==> src/rtl/dss_pkg.sv <==
package dss_pkg;
  typedef enum logic [1:0] {
    REF_PIX = 2'b00,
    REF_MEM = 2'b01,
    REF_PDC = 2'b10,
    REF_RSV = 2'b11
  } ref_src_e;

  typedef enum logic [1:0] {
    ST_IDLE,
    ST_CAS,
    ST_BOTH
  } cbr_st_e;

  localparam logic [2:0] DEEP_MODE = 3'd4;
endpackage

==> src/rtl/dss_sync.sv <==
module dss_sync #(
  parameter int unsigned W = 1,
  parameter logic [W-1:0] RST_VAL = '0
) (
  input  logic         clk_i,
  input  logic         rst_ni,
  input  logic [W-1:0] d_i,
  output logic [W-1:0] q_o
);
  logic [W-1:0] s1_q, s2_q;

  always_ff @(posedge clk_i or negedge rst_ni) begin
    if (!rst_ni) begin
      s1_q <= RST_VAL;
      s2_q <= RST_VAL;
    end else begin
      s1_q <= d_i;
      s2_q <= s1_q;
    end
  end

  assign q_o = s2_q;
endmodule

==> src/rtl/dss_power_ctrl.sv <==
module dss_power_ctrl #(
  parameter int unsigned FW = 8
) (
  input  logic          clk_i,
  input  logic          rst_ni,
  input  logic          susp_i,
  input  logic          frame_tick_i,
  input  logic [FW-1:0] frames_i,
  output logic          panel_off_o
);
  logic          forced_q;
  logic [FW-1:0] cnt_q;

  // cnt_q never exceeds frames_i, so no wrap
  always_ff @(posedge clk_i or negedge rst_ni) begin
    if (!rst_ni) begin
      forced_q <= 1'b1;
      cnt_q    <= '0;
    end else if (susp_i) begin
      forced_q <= 1'b1;
      cnt_q    <= '0;
    end else if (forced_q) begin
      if (cnt_q >= frames_i) forced_q <= 1'b0;
      else if (frame_tick_i) cnt_q <= cnt_q + 1'b1;
    end
  end

  assign panel_off_o = susp_i | forced_q;

  assert_hold_in_susp_R1: assert property (@(posedge clk_i) disable iff (!rst_ni)
    susp_i |=> forced_q);

  assert_release_after_frames_R5: assert property (@(posedge clk_i) disable iff (!rst_ni)
    $fell(forced_q) |-> $past(cnt_q >= frames_i));
endmodule

==> src/rtl/dss_refresh.sv <==
module dss_refresh
  import dss_pkg::*;
#(
  parameter int unsigned RAS_DLY = 4
) (
  input  logic     clk_i,
  input  logic     rst_ni,
  input  logic     lp_active_i,
  input  ref_src_e src_i,
  input  logic     pix_clk_i,
  input  logic     mem_en_i,
  input  logic     pd_clk_i,
  output logic     ras_no,
  output logic     cas_no
);
  localparam int unsigned CNTW = $clog2(RAS_DLY + 1);
  localparam logic [CNTW-1:0] LAST = CNTW'(RAS_DLY - 1);

  logic [2:0]      src_sync;
  logic            sel, prev_q, rise, fall;
  cbr_st_e         st_q;
  logic [CNTW-1:0] cnt_q;
  logic            ras_q, cas_q;

  dss_sync #(.W(3), .RST_VAL(3'b000)) u_src_sync (
    .clk_i (clk_i),
    .rst_ni(rst_ni),
    .d_i   ({pd_clk_i, mem_en_i, pix_clk_i}),
    .q_o   (src_sync)
  );

  always_comb begin
    unique case (src_i)
      REF_MEM: sel = src_sync[1];
      REF_PDC: sel = src_sync[2];
      REF_PIX,
      REF_RSV: sel = src_sync[0];
    endcase
  end

  assign rise = sel & ~prev_q;
  assign fall = ~sel & prev_q;

  always_ff @(posedge clk_i or negedge rst_ni) begin
    if (!rst_ni) begin
      prev_q <= 1'b0;
      st_q   <= ST_IDLE;
      cnt_q  <= '0;
      ras_q  <= 1'b1;
      cas_q  <= 1'b1;
    end else begin
      prev_q <= sel;
      if (!lp_active_i) begin
        st_q  <= ST_IDLE;
        cnt_q <= '0;
        ras_q <= 1'b1;
        cas_q <= 1'b1;
      end else begin
        unique case (st_q)
          ST_IDLE: if (rise) begin
            st_q  <= ST_CAS;
            cas_q <= 1'b0;
            cnt_q <= '0;
          end
          ST_CAS: begin
            if (fall) begin
              st_q  <= ST_IDLE;
              cas_q <= 1'b1;
            end else if (cnt_q == LAST) begin
              st_q  <= ST_BOTH;
              ras_q <= 1'b0;
            end else begin
              cnt_q <= cnt_q + 1'b1;
            end
          end
          ST_BOTH: if (fall) begin
            st_q  <= ST_IDLE;
            ras_q <= 1'b1;
            cas_q <= 1'b1;
          end
          default: st_q <= ST_IDLE;
        endcase
      end
    end
  end

  assign ras_no = ras_q;
  assign cas_no = cas_q;

  assert_cbr_order_R8: assert property (@(posedge clk_i) disable iff (!rst_ni)
    !ras_q |-> !cas_q);

  assert_cas_leads_R8: assert property (@(posedge clk_i) disable iff (!rst_ni)
    $fell(cas_q) |-> ras_q);

  assert_idle_strobes_R6: assert property (@(posedge clk_i) disable iff (!rst_ni)
    !lp_active_i |=> (ras_q && cas_q));
endmodule

==> src/rtl/dsp_suspend_seq.sv <==
module dsp_suspend_seq
  import dss_pkg::*;
#(
  parameter int unsigned AW      = 16,
  parameter int unsigned DW      = 16,
  parameter int unsigned CW      = 4,
  parameter int unsigned NIB     = 4,
  parameter int unsigned FW      = 8,
  parameter int unsigned RAS_DLY = 4
) (
  input  logic          clk_i,
  input  logic          rst_ni,
  input  logic          suspend_ni,
  input  logic [2:0]    sw_mode_i,
  input  logic          hiz_sel_i,
  input  logic [1:0]    ref_src_i,
  input  logic [FW-1:0] resume_frames_i,
  input  logic          frame_tick_i,
  input  logic [AW-1:0] bus_addr_i,
  input  logic [DW-1:0] bus_data_i,
  input  logic [CW-1:0] bus_ctl_i,
  output logic [AW-1:0] bus_addr_o,
  output logic [DW-1:0] bus_data_o,
  output logic [CW-1:0] bus_ctl_o,
  input  logic [NIB-1:0] pnl_ud_i,
  input  logic [NIB-1:0] pnl_ld_i,
  input  logic [4:0]    pnl_ctl_i,
  output logic [NIB-1:0] pnl_ud_o,
  output logic [NIB-1:0] pnl_ld_o,
  output logic [4:0]    pnl_ctl_o,
  output logic          pnl_oe_o,
  output logic          pnl_pwr_no,
  input  logic          pix_clk_i,
  input  logic          mem_en_i,
  input  logic          pd_clk_i,
  output logic          ras_no,
  output logic          cas_no
);
  logic susp_n_sync, susp, panel_off, lp_active;

  dss_sync #(.W(1), .RST_VAL(1'b1)) u_susp_sync (
    .clk_i (clk_i),
    .rst_ni(rst_ni),
    .d_i   (suspend_ni),
    .q_o   (susp_n_sync)
  );
  assign susp = ~susp_n_sync;

  dss_power_ctrl #(.FW(FW)) u_pwr (
    .clk_i       (clk_i),
    .rst_ni      (rst_ni),
    .susp_i      (susp),
    .frame_tick_i(frame_tick_i),
    .frames_i    (resume_frames_i),
    .panel_off_o (panel_off)
  );

  assign lp_active = susp | (sw_mode_i == DEEP_MODE);

  dss_refresh #(.RAS_DLY(RAS_DLY)) u_ref (
    .clk_i      (clk_i),
    .rst_ni     (rst_ni),
    .lp_active_i(lp_active),
    .src_i      (ref_src_e'(ref_src_i)),
    .pix_clk_i  (pix_clk_i),
    .mem_en_i   (mem_en_i),
    .pd_clk_i   (pd_clk_i),
    .ras_no     (ras_no),
    .cas_no     (cas_no)
  );

  assign bus_addr_o = susp ? '0 : bus_addr_i;
  assign bus_data_o = susp ? '0 : bus_data_i;
  assign bus_ctl_o  = susp ? '0 : bus_ctl_i;

  assign pnl_ud_o   = panel_off ? '0 : pnl_ud_i;
  assign pnl_ld_o   = panel_off ? '0 : pnl_ld_i;
  assign pnl_ctl_o  = panel_off ? '0 : pnl_ctl_i;
  assign pnl_oe_o   = panel_off ? ~hiz_sel_i : 1'b1;
  assign pnl_pwr_no = panel_off;

  assert_bus_masked_R2: assert property (@(posedge clk_i) disable iff (!rst_ni)
    susp |-> (bus_addr_o == '0 && bus_data_o == '0 && bus_ctl_o == '0));

  assert_pwr_off_in_susp_R4: assert property (@(posedge clk_i) disable iff (!rst_ni)
    !pnl_pwr_no |-> !susp);
endmodule

==> config.mk <==
export PLATFORM = sky130hd
export DESIGN_NAME = dsp_suspend_seq
export DESIGN_NICKNAME = d
export VERILOG_FILES = /design/src/rtl/dss_pkg.sv /design/src/rtl/dss_sync.sv /design/src/rtl/dss_power_ctrl.sv /design/src/rtl/dss_refresh.sv /design/src/rtl/dsp_suspend_seq.sv
export SDC_FILE = /design/constraint.sdc
export NUM_CORES = 1
export LEC_CHECK = 0
export BUFFER_PORTS_ARGS = -buffer_cell sky130_fd_sc_hd__buf_4
export CORE_MARGIN = 2
export CORE_UTILIZATION = 45
export CTS_BUF_LIST = sky130_fd_sc_hd__clkbuf_16
export DETAILED_ROUTE_END_ITERATION = 7
export GPL_ROUTABILITY_DRIVEN = 0
export MAX_ROUTING_LAYER = met4
export PLACE_DENSITY = 0.85
export SLEW_MARGIN = 20
export SYNTH_ARGS = -nofsm -noshare
export SYNTH_HDL_FRONTEND = slang
export SYNTH_SLANG_ARGS = --single-unit
==> constraint.sdc <==
create_clock -name clk_i -period 4.58 [get_ports clk_i]
set_input_delay 0.458 -clock clk_i [delete_from_list [all_inputs] [get_ports clk_i]]
set_output_delay 0.458 -clock clk_i [all_outputs]
set_load 0.02 [all_outputs]
Yosys cells after proc, flatten, opt, wreduce, memory -nomap -nowiden. Index checks and enable logic that the tools add are counted.

Flip-flop bits (word level): 25. Bits of input ports: 70. Output and inout port bits: 53. Word-level logic and storage cells: 85.

Add/subtract/negate cells: 2. $lt $le $gt $ge: 1. Equality and inequality tests: 20. Muxes and demuxes: 34. Bitwise gates (word level): 8. Reductions and logical operators: 9.

Operators by type and width (count): $mux W16 (2); $mux W8 (4); $ne A3 B3 Y1 const B (9); $mux W3 (4); $mux W4 (3); $mux W1 (10); $mux W2 (5); $reduce_and A3 Y1 (3); $add A8 B1 Y8 const B (1); $ge A8 B8 Y1 (1); $reduce_and A4 Y1 (2); $eq A2 B2 Y1 const B (3); $pmux W2 S3 (1); $pmux W3 S2 (1); $mux W5 (1); $eq A2 B1 Y1 const B (2); $logic_not A2 Y1 (2); $ne A2 B2 Y1 const B (2); $ne A4 B4 Y1 const B (1); $not A1 Y1 (4); $pmux W1 S2 (2); $reduce_or A2 Y1 (2); $add A3 B1 Y3 const B (1); $eq A3 B2 Y1 const B (1); 5 further kinds (7).

Depth between registers and ports, before layout. Gate-level depths: netlist of run 1.

Word-level depth: 8. Mapped depth: 8. Mapped depth without buffers: 7.

By module. Synthesis of run 1 repeated with hierarchy kept, for this count alone.

Cell total of the unflattened synthesis: 206. Area total of the unflattened synthesis: 1886.8 µm².

By module, submodules not included: dss_power_ctrl (instances 1, cells an instance 78, area each 703.2 µm², seq. area each 226.5 µm²); dss_refresh (instances 1, cells an instance 62, area each 611.8 µm², seq. area each 202.7 µm²); dsp_suspend_seq (instances 1, cells an instance 58, area each 369.1 µm², seq. area each 0.0 µm²); dss_sync (u_ref.u_src_sync) (instances 1, cells an instance 6, area each 150.1 µm², seq. area each 150.1 µm²); dss_sync (u_susp_sync) (instances 1, cells an instance 2, area each 52.6 µm², seq. area each 52.6 µm²).

Worst setup path after synthesis of run 1. No wires, ideal clock.

Kind: in2reg. Start point: in ref_src_i[0]. End point: reg u_ref.st_q[1]. Setup time: 0.099 ns. Arrival time: 1.807 ns. Required time: 4.481 ns. Slack: 2.674 ns. Cell stages on the path: 7. Path buffers: 0. Cell sequence: inv_1 > ha_1 > a221o_1 > a31oi_2 > a2bb2oi_2 > a21oi_1 > a311oi_1.

Longest elaborated chain between the ends: 8. Elaborated cells on any way between the ends: 16. Classes of those cells: 6 x eq/ne; 4 x mux; 3 x bitwise; 3 x reduce/logical.

Ends and longest elaborated chain: start, declared (line dsp_suspend_seq.sv:16) `input logic [1:0] ref_src_i,`; $eq A2 B2 Y1 / $logic_not A2 Y1 (equally long branches) (line dss_refresh.sv:33) `unique case (src_i)`; $reduce_or A2 Y1 (line dss_refresh.sv:33); $pmux W1 S3 (*) (line dss_refresh.sv:33); $not A1 Y1 (line dss_refresh.sv:42) `assign fall = ~sel & prev_q;`; $and A1 B1 Y1 (line dss_refresh.sv:42); $mux W2 (line dss_refresh.sv:66) `if (fall) begin`; $pmux W2 S3 (line dss_refresh.sv:59) `unique case (st_q)`; $mux W2 (line dss_refresh.sv:53) `if (!lp_active_i) begin`; end signal, assigned (line dss_refresh.sv:54) `st_q <= ST_IDLE;`; end signal, assigned (line dss_refresh.sv:61) `st_q <= ST_CAS;`; end signal, assigned (line dss_refresh.sv:67) `st_q <= ST_IDLE;`; end, declared (line dss_refresh.sv:21) `cbr_st_e st_q;`.

Every way passes the cells marked *; elsewhere a longest branch is shown, timed or not. A chain may end at the register's enable or synchronous reset.

Worst setup path in the final report of run 1.
Start point: reg u_susp_sync.s2_q, in the netlist u_susp_sync.q_o. End point: out pnl_ud_o[0].

Longest elaborated chain between the ends: 3.

Ends and longest elaborated chain: start, declared (line dss_sync.sv:10) `logic [W-1:0] s1_q, s2_q;`; start signal, assigned (line dss_sync.sv:18) `s2_q <= s1_q;`; $not A1 Y1 (line dsp_suspend_seq.sv:47) `assign susp = ~susp_n_sync;`; $or A1 B1 Y1 (line dss_power_ctrl.sv:28) `assign panel_off_o = susp_i | forced_q;`; $mux W4 (line dsp_suspend_seq.sv:76) `assign pnl_ud_o = panel_off ? '0 : pnl_ud_i;`; end, declared (line dsp_suspend_seq.sv:28) `output logic [NIB-1:0] pnl_ud_o,`.

Every way passes these cells.

==> qor.yml, run 1 <==
outcome: "completed"
cts-buffers-inserted: 3
setup_viol_count_final: 0
clk_latency_ps: 260
seqCellArea_um2: 632
worst-path-buf-inv: 2
cts_buffer_depth: 2
cts_hold_buf: 0
post-route-period-util: 0.563
grt_pass1_vias: 1705
stdcell_count: 369
start_kind: "flip-flop"
grt_pass1_wl_um: 7160
clock_skew_ps: 3.81
pwr_density_cell_nw_per_um2: 244
rsz0062_at_grt: "false"
crit_family: "flip-flops"
place_area_um2: 2730
postSynthAreaPerCell_um2: 8.83
drtIter0Drc: 82
critPathMaxStageDelay_ps: 880
cts_root_buf: "clkbuf_16"
syn_area_um2: 1780
synthAdderAreaFrac: 0.119
hpwl_um: 3700
ys.flop_type: "dfrtp_1"
synth-edff-count: 0
synth_top_family_by_area: "simple AND/OR/NAND/NOR gates"
viasPerCell: 4.92
cts_setup_buffers: 0
nNetsFinal: 409
htreeDepth: 1
die_w_um: 66.9
period_needed_ps: 2580
antennaDiodeCount: 0
routed_wl_um: 4500
yosysWarnings: 0
maxCapViolCount: 0
drc_errors: 0
dieArea_um2: 4480
core_area_um2: 3740
worst_slew_pin_slew_ps: 540
crit_type: "reg2out"
clk_pin_slew_worst_paths_ps: 60
die_y_um: 66.9
cp_slowest_cell: "dfstp_2"
async_reset_ff_frac: 1.00
path_cells: "inv_2 -> nor2_1 -> and2_1 -> buf_4"
wl_per_cell_um: 12.2
row_count: 22
antenna_found_initial: 0
ctsResizeCount: 0
slew_viol_final: 0
synth-xor-area-share: 0.00982
syn_nets: 289
synth_compound_area_frac: 0.141
cp-end-kind: "output pin"
fin_total_pwr_uw: 685
critPathArrivalTime_ps: 2120
worst-endpoint-required_ps: 4120
cts_tree: "done"
multi_input_area_um2: 1040
dr.pass1.iters: 4
leakage_uw: 0.00147
grt_max_degree: 44
hp-class: "in2async"
hold_viol: 0
clkSinkCount: 25
io_pins: 123
placed_cells: 365
slew_headroom: 0.640
synthToLayoutAreaGrowth_pct: 57.8
fill_cells: 306
num_vias: 1814
grt_usage: 0.215
grt-ovfl-total: 0
yosysUniqueCellTypes: 39
portBuffers: 122
layout-drive-gt1-share: 0.427
synth_simple_gate_area_share: 0.298
postRouteAntennaNets: 0
ys_ff_latch: 25
synthMuxAreaShare: 0.0168
irDropWorstVdd_mv: 0.147
max_freq_mhz: 388
postSynthCellCount: 202
fin_area_um2: 2810
start_util: 0.476
crit_path_max_fanout: 43
seq_area_frac_synth: 0.354
finalSetupTns_ps: 0
## layout make-up
class	instances	area share
Multi-Input combinational cell	148	0.371
Clock inverter	1	0.00178
Inverter	22	0.0294
Clock buffer	3	0.0267
Sequential cell	25	0.225
Timing Repair Buffer	122	0.326
Tap cell	48	0.0214
## metal layers
| layer | vias to the layer above | GRT usage | part of all wire |
|---|---|---|---|
| met5 | - | - | 0 |
| met4 | 0 | 0.0740 | 0.019 |
| met3 | 7 | 0.0456 | 0.096 |
| met2 | 91 | 0.384 | 0.49 |
| met1 | 799 | 0.237 | 0.39 |
| li1 | 917 | - | - |
## state kept, by name, summed over array words and instances, names as in the netlist
name and count:
u_pwr.cnt_q 8, u_ref.cas_no 1, u_ref.u_src_sync.q_o 3, u_ref.cnt_q 3
u_ref.ras_no 1, u_ref.st_q 2, u_ref.u_src_sync.s1_q 3, u_susp_sync.q_o 1
u_ref.prev_q 1, u_pwr.forced_q 1, u_susp_sync.s1_q 1
## metrics by stage
step	setup slack, ps	utilization	hold WS (ps)
global route	1730	0.751	109
CTS	1940	0.751	97.4
detailed placement	2240	0.730	335
global placement	2320	0.730	333
finish	2000	0.751	81.4
floorplan	2670	-	162
## worst paths after layout
check / startpoint / to / slack, ps / cells past startpoint
max: u_susp_sync.q_o$_DFF_PN1_ / pnl_ud_o[0] / 2000 / 4
min: rst_ni / u_ref.prev_q$_DFF_PN0_ / 80 / 1
max reg2reg: u_pwr.cnt_q[2]$_DFFE_PN0P_ / u_pwr.cnt_q[3]$_DFFE_PN0P_ / 2590 / 6
min reg2reg: u_ref.u_src_sync.s1_q[1]$_DFF_PN0_ / u_ref.u_src_sync.q_o[1]$_DFF_PN0_ / 350 / 0
max in group asynchronous: rst_ni / u_susp_sync.s1_q$_DFF_PN1_ / 4210 / 1
min in group clk_i: pix_clk_i / u_ref.u_src_sync.s1_q[0]$_DFF_PN0_ / 300 / 1
## report_power, final
| group | total [µW] | internal (µW) | switching, µW |
|---|---|---|---|
| Clock | 193 | 118 | 75.5 |
| Combinational | 238 | 118 | 120 |
| Sequential | 254 | 240 | 13.5 |
| Total | 685 | 476 | 210 |
## synthesized netlist by cell type (2+ instances only)
library cell | number | area share
mux2i_1 | 3 | 0.017
and2_1 | 52 | 0.18
dfstp_2 | 5 | 0.074
a31o_1 | 2 | 0.0098
nand2_1 | 6 | 0.013
nand4_1 | 4 | 0.014
and3_1 | 2 | 0.0070
nor2_1 | 8 | 0.017
ha_1 | 17 | 0.12
nand2b_1 | 5 | 0.018
o21ai_0 | 2 | 0.0056
nor2b_1 | 2 | 0.0070
inv_1 | 21 | 0.044
dfrtp_1 | 20 | 0.28
a21oi_2 | 2 | 0.0098
o21ai_1 | 4 | 0.011
a21oi_1 | 10 | 0.028
or3b_1 | 2 | 0.0098
nand3_1 | 7 | 0.020
clkbuf_1 | 7 | 0.015
o31ai_1 | 2 | 0.0084
xnor2_1 | 2 | 0.0098
## layout by cell type (no fill, tap or decap), types with 5 or more instances in the layout
| cell type | n |
|---|---|
| a21oi_1 | 10 |
| and2_1 | 52 |
| buf_4 | 122 |
| dfrtp_1 | 20 |
| dfstp_2 | 5 |
| ha_1 | 17 |
| inv_1 | 21 |
| nand2_1 | 6 |
| nand2b_1 | 5 |
| nand3_1 | 7 |
| nor2_1 | 8 |
## cells by family after synthesis
logic type / after synthesis
AO/OA/AOI/OAI: 35
XOR/XNOR: 2
AND/OR/NAND/NOR: 91
multiplexers: 3
buffers and inverters: 29
flip-flops: 25
adder cells (fa/ha/maj): 17
(Power assumes the default switching activity.)
==> run 2, diff against run 1 <==
- ABC_AREA: default -> 1
- CORE_UTILIZATION: 45 -> 39
- PLACE_DENSITY: 0.85 -> 0.76
- clock period: 4.58 -> 2.3 ns (I/O delays scaled with it)
==> qor.yml, run 2 <==
clk_latency_ps: 260  # about the same
grt_pass1_wl_um: 7710  # +7.8%
synth_compound_area_frac: 0.0403  # -0.101
final_cell_mix: "buf_4, nand2_1, inv_1"
seq_area_frac_synth: 0.318  # -0.0368
layout-drive-gt1-share: 0.366  # -0.0608
finalSetupTns_ps: 0  # unchanged
synthMuxAreaShare: 0  # -0.0168
leakage_uw: 0.00198  # +35%
antenna_found_initial: 0  # unchanged
postRouteAntennaNets: 0  # unchanged
maxCapViolCount: 0  # unchanged
row_count: 25  # +14%
synth-edff-count: 0  # unchanged
period_needed_ps: 2000
postSynthAreaPerCell_um2: 6.72  # -24%
path_cells: "nand2_1 -> nor2_1 -> buf_4"
worst-endpoint-required_ps: 2070  # -2050 ps
clkSinkCount: 25  # unchanged
crit_type: "reg2out"
synth_top_family_by_area: "simple AND/OR/NAND/NOR gates"
routed_wl_um: 4720  # +5.0%
ys.flop_type: "dfrtp_1"
post-route-period-util: 0.871
cp-end-kind: "output pin"
ctsResizeCount: 0  # unchanged
worst-path-buf-inv: 1  # -1
cts-buffers-inserted: 3  # unchanged
die_y_um: 75.4  # +13%
synth.most_common_cell: "nand2_1"
hpwl_um: 3910  # +5.6%
fin_total_pwr_uw: 1610  # +130%
cts_setup_buffers: 0  # unchanged
io_pins: 123  # unchanged
ys_top_cells_by_area: "dfrtp_1, nand2_1, inv_1"
portBuffers: 122  # unchanged
drc_errors: 0  # unchanged
grt-ovfl-total: 0  # unchanged
wl_per_cell_um: 9.74  # -20%
synth_common_cells: "nand2_1, inv_1, nor2_1, dfrtp_1, nand3_1"
ys_ff_latch: 25  # unchanged
drtIter0Drc: 112  # +37%
largest_reg_flops: 8  # unchanged
yosysUniqueCellTypes: 29  # -26%
crit_family: "flip-flops"
syn_area_um2: 1990  # +12%
irDropWorstVdd_mv: 0.331  # +120%
synth-xor-area-share: 0.00881  # -0.00102
placed_cells: 480  # +32%
critPathArrivalTime_ps: 1770  # -350 ps
hold_slack_ps: 73.3  # -8.10 ps
rsz0062_at_grt: "false"
synthToLayoutAreaGrowth_pct: 53.5
fill_cells: 434  # +42%
start_kind: "flip-flop"
synth_simple_gate_area_share: 0.359  # +0.0616
synthAdderAreaFrac: 0.107  # -0.0124
cts_root_buf: "clkbuf_16"
grt_max_degree: 28  # -36%
pwr_density_cell_nw_per_um2: 526  # +120%
stdcell_count: 485  # +31%
crit_path_max_fanout: 18  # -58%
slew_headroom: 0.705  # +0.0649
cp_slowest_cell: "dfstp_2"
start_util: 0.413  # -0.0633
postSynthCellCount: 296  # +47%
synth_top_cell_area_share: 0.252  # -0.0291
slew_viol_final: 0  # unchanged
max_freq_mhz: 499
hp-class: "in2reg"
cts_tree: "done"
hold_viol: 0  # unchanged
final_core_util: 0.634  # -0.117
grt_usage: 0.176  # -0.0386
grt_pass1_vias: 1928  # +13%
final_common_cell: "buf_4"
num_vias: 2137  # +18%
antennaDiodeCount: 0  # unchanged
clk_pin_slew_worst_paths_ps: 60  # about the same
die_w_um: 75.4  # +13%
outcome: "completed"
dieArea_um2: 5690  # +27%
clock_skew_ps: 3.59  # -0.218 ps
cts_buffer_depth: 2  # unchanged
nNetsFinal: 506  # +24%
critPathMaxStageDelay_ps: 780  # -100 ps
setup_viol_count_final: 0  # unchanged
yosys.area.top_type: "dfrtp_1"
syn_nets: 383  # +33%
max_flop_register: "u_pwr.cnt_q"
async_reset_ff_frac: 1.00  # unchanged
worst_slew_pin_slew_ps: 442  # -98.4 ps
dr.pass1.iters: 5  # +1
yosysWarnings: 0  # unchanged
htreeDepth: 1  # unchanged
viasPerCell: 4.41  # -10%
core_area_um2: 4820  # +29%
## run 2: cell types whose count changed after synthesis, moves of 5 or more
cell,delta
a21oi_1,-6
and2_1,-52
buf_2,+5
clkbuf_1,-6
inv_1,+54
nand2_1,+83
nand2_4,+5
nand2b_1,-5
nand3_1,+11
nor2_1,+17
## run 2: repair_timing
item | 4_1_cts | 5_1_grt
hold endpoints to repair | 20 | 0
hold buffers | 1 | 0
setup endpoints to repair | 0 | 0
## run 2: worst paths after layout
kind | startpoint | end | slack, ps | cells past startpoint
min in group asynchronous | rst_ni | u_ref.u_src_sync.s1_q[1]$_DFF_PN0_ | 400 | 2
worst max register to register | u_pwr.cnt_q[7]$_DFFE_PN0P_ | u_pwr.cnt_q[5]$_DFFE_PN0P_ | 610 | 7
worst min register to register | u_ref.u_src_sync.s1_q[1]$_DFF_PN0_ | u_ref.u_src_sync.q_o[1]$_DFF_PN0_ | 350 | 0
worst max-delay path | u_susp_sync.q_o$_DFF_PN1_ | pnl_ctl_o[3] | 300 | 3
max in group asynchronous | rst_ni | u_pwr.forced_q$_DFF_PN1_ | 1610 | 2
worst min-delay path | suspend_ni | u_susp_sync.s1_q$_DFF_PN1_ | 70 | 1
## run 2: final cells by class
cell class	instances	area [µm²]	share of cell area
flip-flops and latches	25	632	0.207
multi-input cells	186	1020	0.336
well taps	67	83.8	0.0274
repair buffers	125	941	0.308
inverters	78	293	0.0959
clock inverters	1	5.00	0.00164
clock buffers	3	75.1	0.0246
## run 2: logic make-up (layout without fill, tap and decap cells)
logic type | Yosys count | count (layout)
adder cells (fa/ha/maj) | 17 | 17
AND/OR/NAND/NOR | 154 | 154
AO/OA/AOI/OAI | 13 | 13
buffers and inverters | 85 | 207
flip-flops | 25 | 25
XOR/XNOR | 2 | 2
## run 2: metal layers
metal	GRT usage	vias to the layer above	part of all wire
li1	-	1108	-
met1	0.204	903	0.40
met3	0.0146	9	0.095
met4	0.0624	0	0.021
met5	-	-	0
met2	0.319	117	0.48
## run 2: worst register-to-register path: stages, from the launching register on
cell and delay [ps]:
dfrtp_1 420, ha_1 300, a21o_1 180, nor3_2 270, nand3_4 180, nand2_4 150
nand2_1 70, nand2_1 60
## run 2: metrics by stage
stage / setup WS [ps] / area, µm²
finish: 297 / 3050
CTS: 259 / 3050
floorplan: 806 / 1990
global placement: 622 / 2960
global route: 165 / 3050
detailed placement: 529 / 2960
## run 2: power breakdown
group | switching (µW) | internal [µW] | leakage (µW) | total [µW]
sequential | 49.9 | 513 | 0.000311 | 563
combinational | 375 | 292 | 0.00163 | 667
clock | 143 | 234 | 0.0000409 | 377
total | 568 | 1040 | 0.00198 | 1610
==> run 3, diff against run 2 <==
- CORE_UTILIZATION: 39 -> 43
- PLACE_DENSITY: 0.76 -> 0.79
- clock period: 2.3 -> 2 ns (I/O delays scaled with it)
==> qor.yml, run 3 (synthesis results as in run 2) <==
postRouteAntennaNets: 0  # unchanged
die_w_um: 72.0  # -4.5%
clkSinkCount: 25  # unchanged
max_flop_register: "u_pwr.cnt_q"
dr.pass1.iters: 4  # -1
outcome: "completed"
clk_pin_slew_worst_paths_ps: 60  # about the same
grt-ovfl-total: 0  # unchanged
leakage_uw: 0.00199  # +0.24%
synthToLayoutAreaGrowth_pct: 53.0
die_y_um: 72.0  # -4.5%
portBuffers: 122  # unchanged
worst_slew_pin_slew_ps: 424  # -17.5 ps
cts_setup_buffers: 0  # unchanged
cts_root_buf: "clkbuf_16"
clock_skew_ps: 2.81  # -0.782 ps
crit_type: "reg2out"
cts_buffer_depth: 2  # unchanged
grt_pass1_vias: 2037  # +5.7%
start_kind: "flip-flop"
nNetsFinal: 507  # +0.20%
clk_latency_ps: 260  # about the same
viasPerCell: 4.56  # +3.6%
path_cells: "nand2_1 -> nor2_1 -> buf_4"
pwr-share-seq: 0.346  # -0.004
cp-end-kind: "output pin"
htreeDepth: 1  # unchanged
pwr_density_cell_nw_per_um2: 611  # +16%
period_needed_ps: 1730
crit_path_max_fanout: 15  # -3
row_count: 24  # -4.0%
max_freq_mhz: 577
hold_viol: 0  # unchanged
largest_reg_flops: 8  # unchanged
num_vias: 2150  # +0.61%
slew_headroom: 0.717  # +0.0117
final_cell_mix: "buf_4, nand2_1, inv_1"
power_frac_comb: 0.420  # +0.005
setup_viol_count_final: 0  # unchanged
antenna_found_initial: 0  # unchanged
hpwl_um: 3840  # -1.6%
drtIter0Drc: 72  # -36%
hold_slack_ps: 48.4  # -24.9 ps
wl_per_cell_um: 10.1  # +3.8%
drc_errors: 0  # unchanged
post-route-period-util: 0.867
power_frac_clock: 0.235  # about the same
slew_viol_final: 0  # unchanged
io_pins: 123  # unchanged
start_util: 0.451  # +0.0377
cts-buffers-inserted: 3  # unchanged
finalSetupTns_ps: 0  # unchanged
core_area_um2: 4410  # -8.4%
final_common_cell: "buf_4"
cp_slowest_cell: "dfstp_2"
p_switching_uw: 664  # +17%
grt_usage: 0.195  # +0.0190
maxCapViolCount: 0  # unchanged
cts_tree: "done"
hp-class: "in2reg"
critPathArrivalTime_ps: 1530  # -240 ps
switching_share: 0.357  # +0.00325
critPathMaxStageDelay_ps: 620  # -160 ps
worst-endpoint-required_ps: 1800  # -270 ps
grt_max_degree: 28  # unchanged
irDropWorstVdd_mv: 0.377  # +14%
intPower_uw: 1200  # +15%
grt_pass1_wl_um: 8070  # +4.7%
rsz0062_at_grt: "false"
antennaDiodeCount: 0  # unchanged
layout-drive-gt1-share: 0.368  # +0.00151
dieArea_um2: 5190  # -8.8%
routed_wl_um: 4760  # +0.78%
==> run 3: cell count changes in the layout (fill, tap and decap cells not counted), sizes merged <==
cell,delta
buf,+1
==> run 3: timing repair <==
action / in CTS / in global routing
hold endpoints to repair: 20 / 0
gates resized for setup: 0 / 0
hold buffers: 1 / 0
==> run 3: cell type report <==
cell class	count	area [µm²]
clock inverters	1	5.00
clock buffers	3	75.1
inverters	78	293
flip-flops and latches	25	632
repair buffers	126	948
well taps	52	65.1
fillers	387	1370
multi-input cells	186	1020
==> run 3: layer usage <==
| metal | GRT usage | share of wire | vias up |
|---|---|---|---|
| li1 | - | - | 1111 |
| met1 | 0.214 | 0.39 | 936 |
| met2 | 0.376 | 0.51 | 101 |
| met3 | 0.0319 | 0.096 | 2 |
| met4 | 0.0314 | 0.0050 | 0 |
| met5 | - | 0 | - |
==> run 3: worst paths after layout <==
check	start	to	slack (ps)	depth (start not counted)
min	suspend_ni	u_susp_sync.s1_q$_DFF_PN1_	50	1
max	u_susp_sync.q_o$_DFF_PN1_	pnl_ud_o[0]	270	3
min in group asynchronous	rst_ni	u_ref.u_src_sync.q_o[1]$_DFF_PN0_	390	2
min reg2reg	u_ref.u_src_sync.s1_q[1]$_DFF_PN0_	u_ref.u_src_sync.q_o[1]$_DFF_PN0_	350	0
max reg2reg	u_pwr.cnt_q[7]$_DFFE_PN0P_	u_pwr.cnt_q[2]$_DFFE_PN0P_	380	7
max in group asynchronous	rst_ni	u_susp_sync.s1_q$_DFF_PN1_	1320	2
==> run 3: worst max-delay path: cells and delay by family (launching register included) <==
| family | cells | cell delay [ps] |
|---|---|---|
| flops | 1 | 620 |
| simple gates | 2 | 490 |
| buf+inv | 1 | 160 |
==> run 3: power by group through the flow <==
stage,Sequential (µW),Clock (µW),Combinational (µW)
3_5_place_dp,649,0,774
4_1_cts,644,447,789
5_1_grt,653,462,882
6_report,643,436,780
2_1_floorplan,662,0,469
3_3_place_gp,648,0,757
==> run 3: metrics by stage <==
stage	total power, µW	util	instance area (µm²)	cells	setup slack, ps
6_report	1860	0.689	3040	471	265
3_3_place_gp	1400	0.669	2950	466	424
3_5_place_dp	1420	0.669	2950	466	390
4_1_cts	1880	0.689	3040	471	223
5_1_grt	2000	0.689	3040	471	153
2_1_floorplan	1130	-	1990	296	521
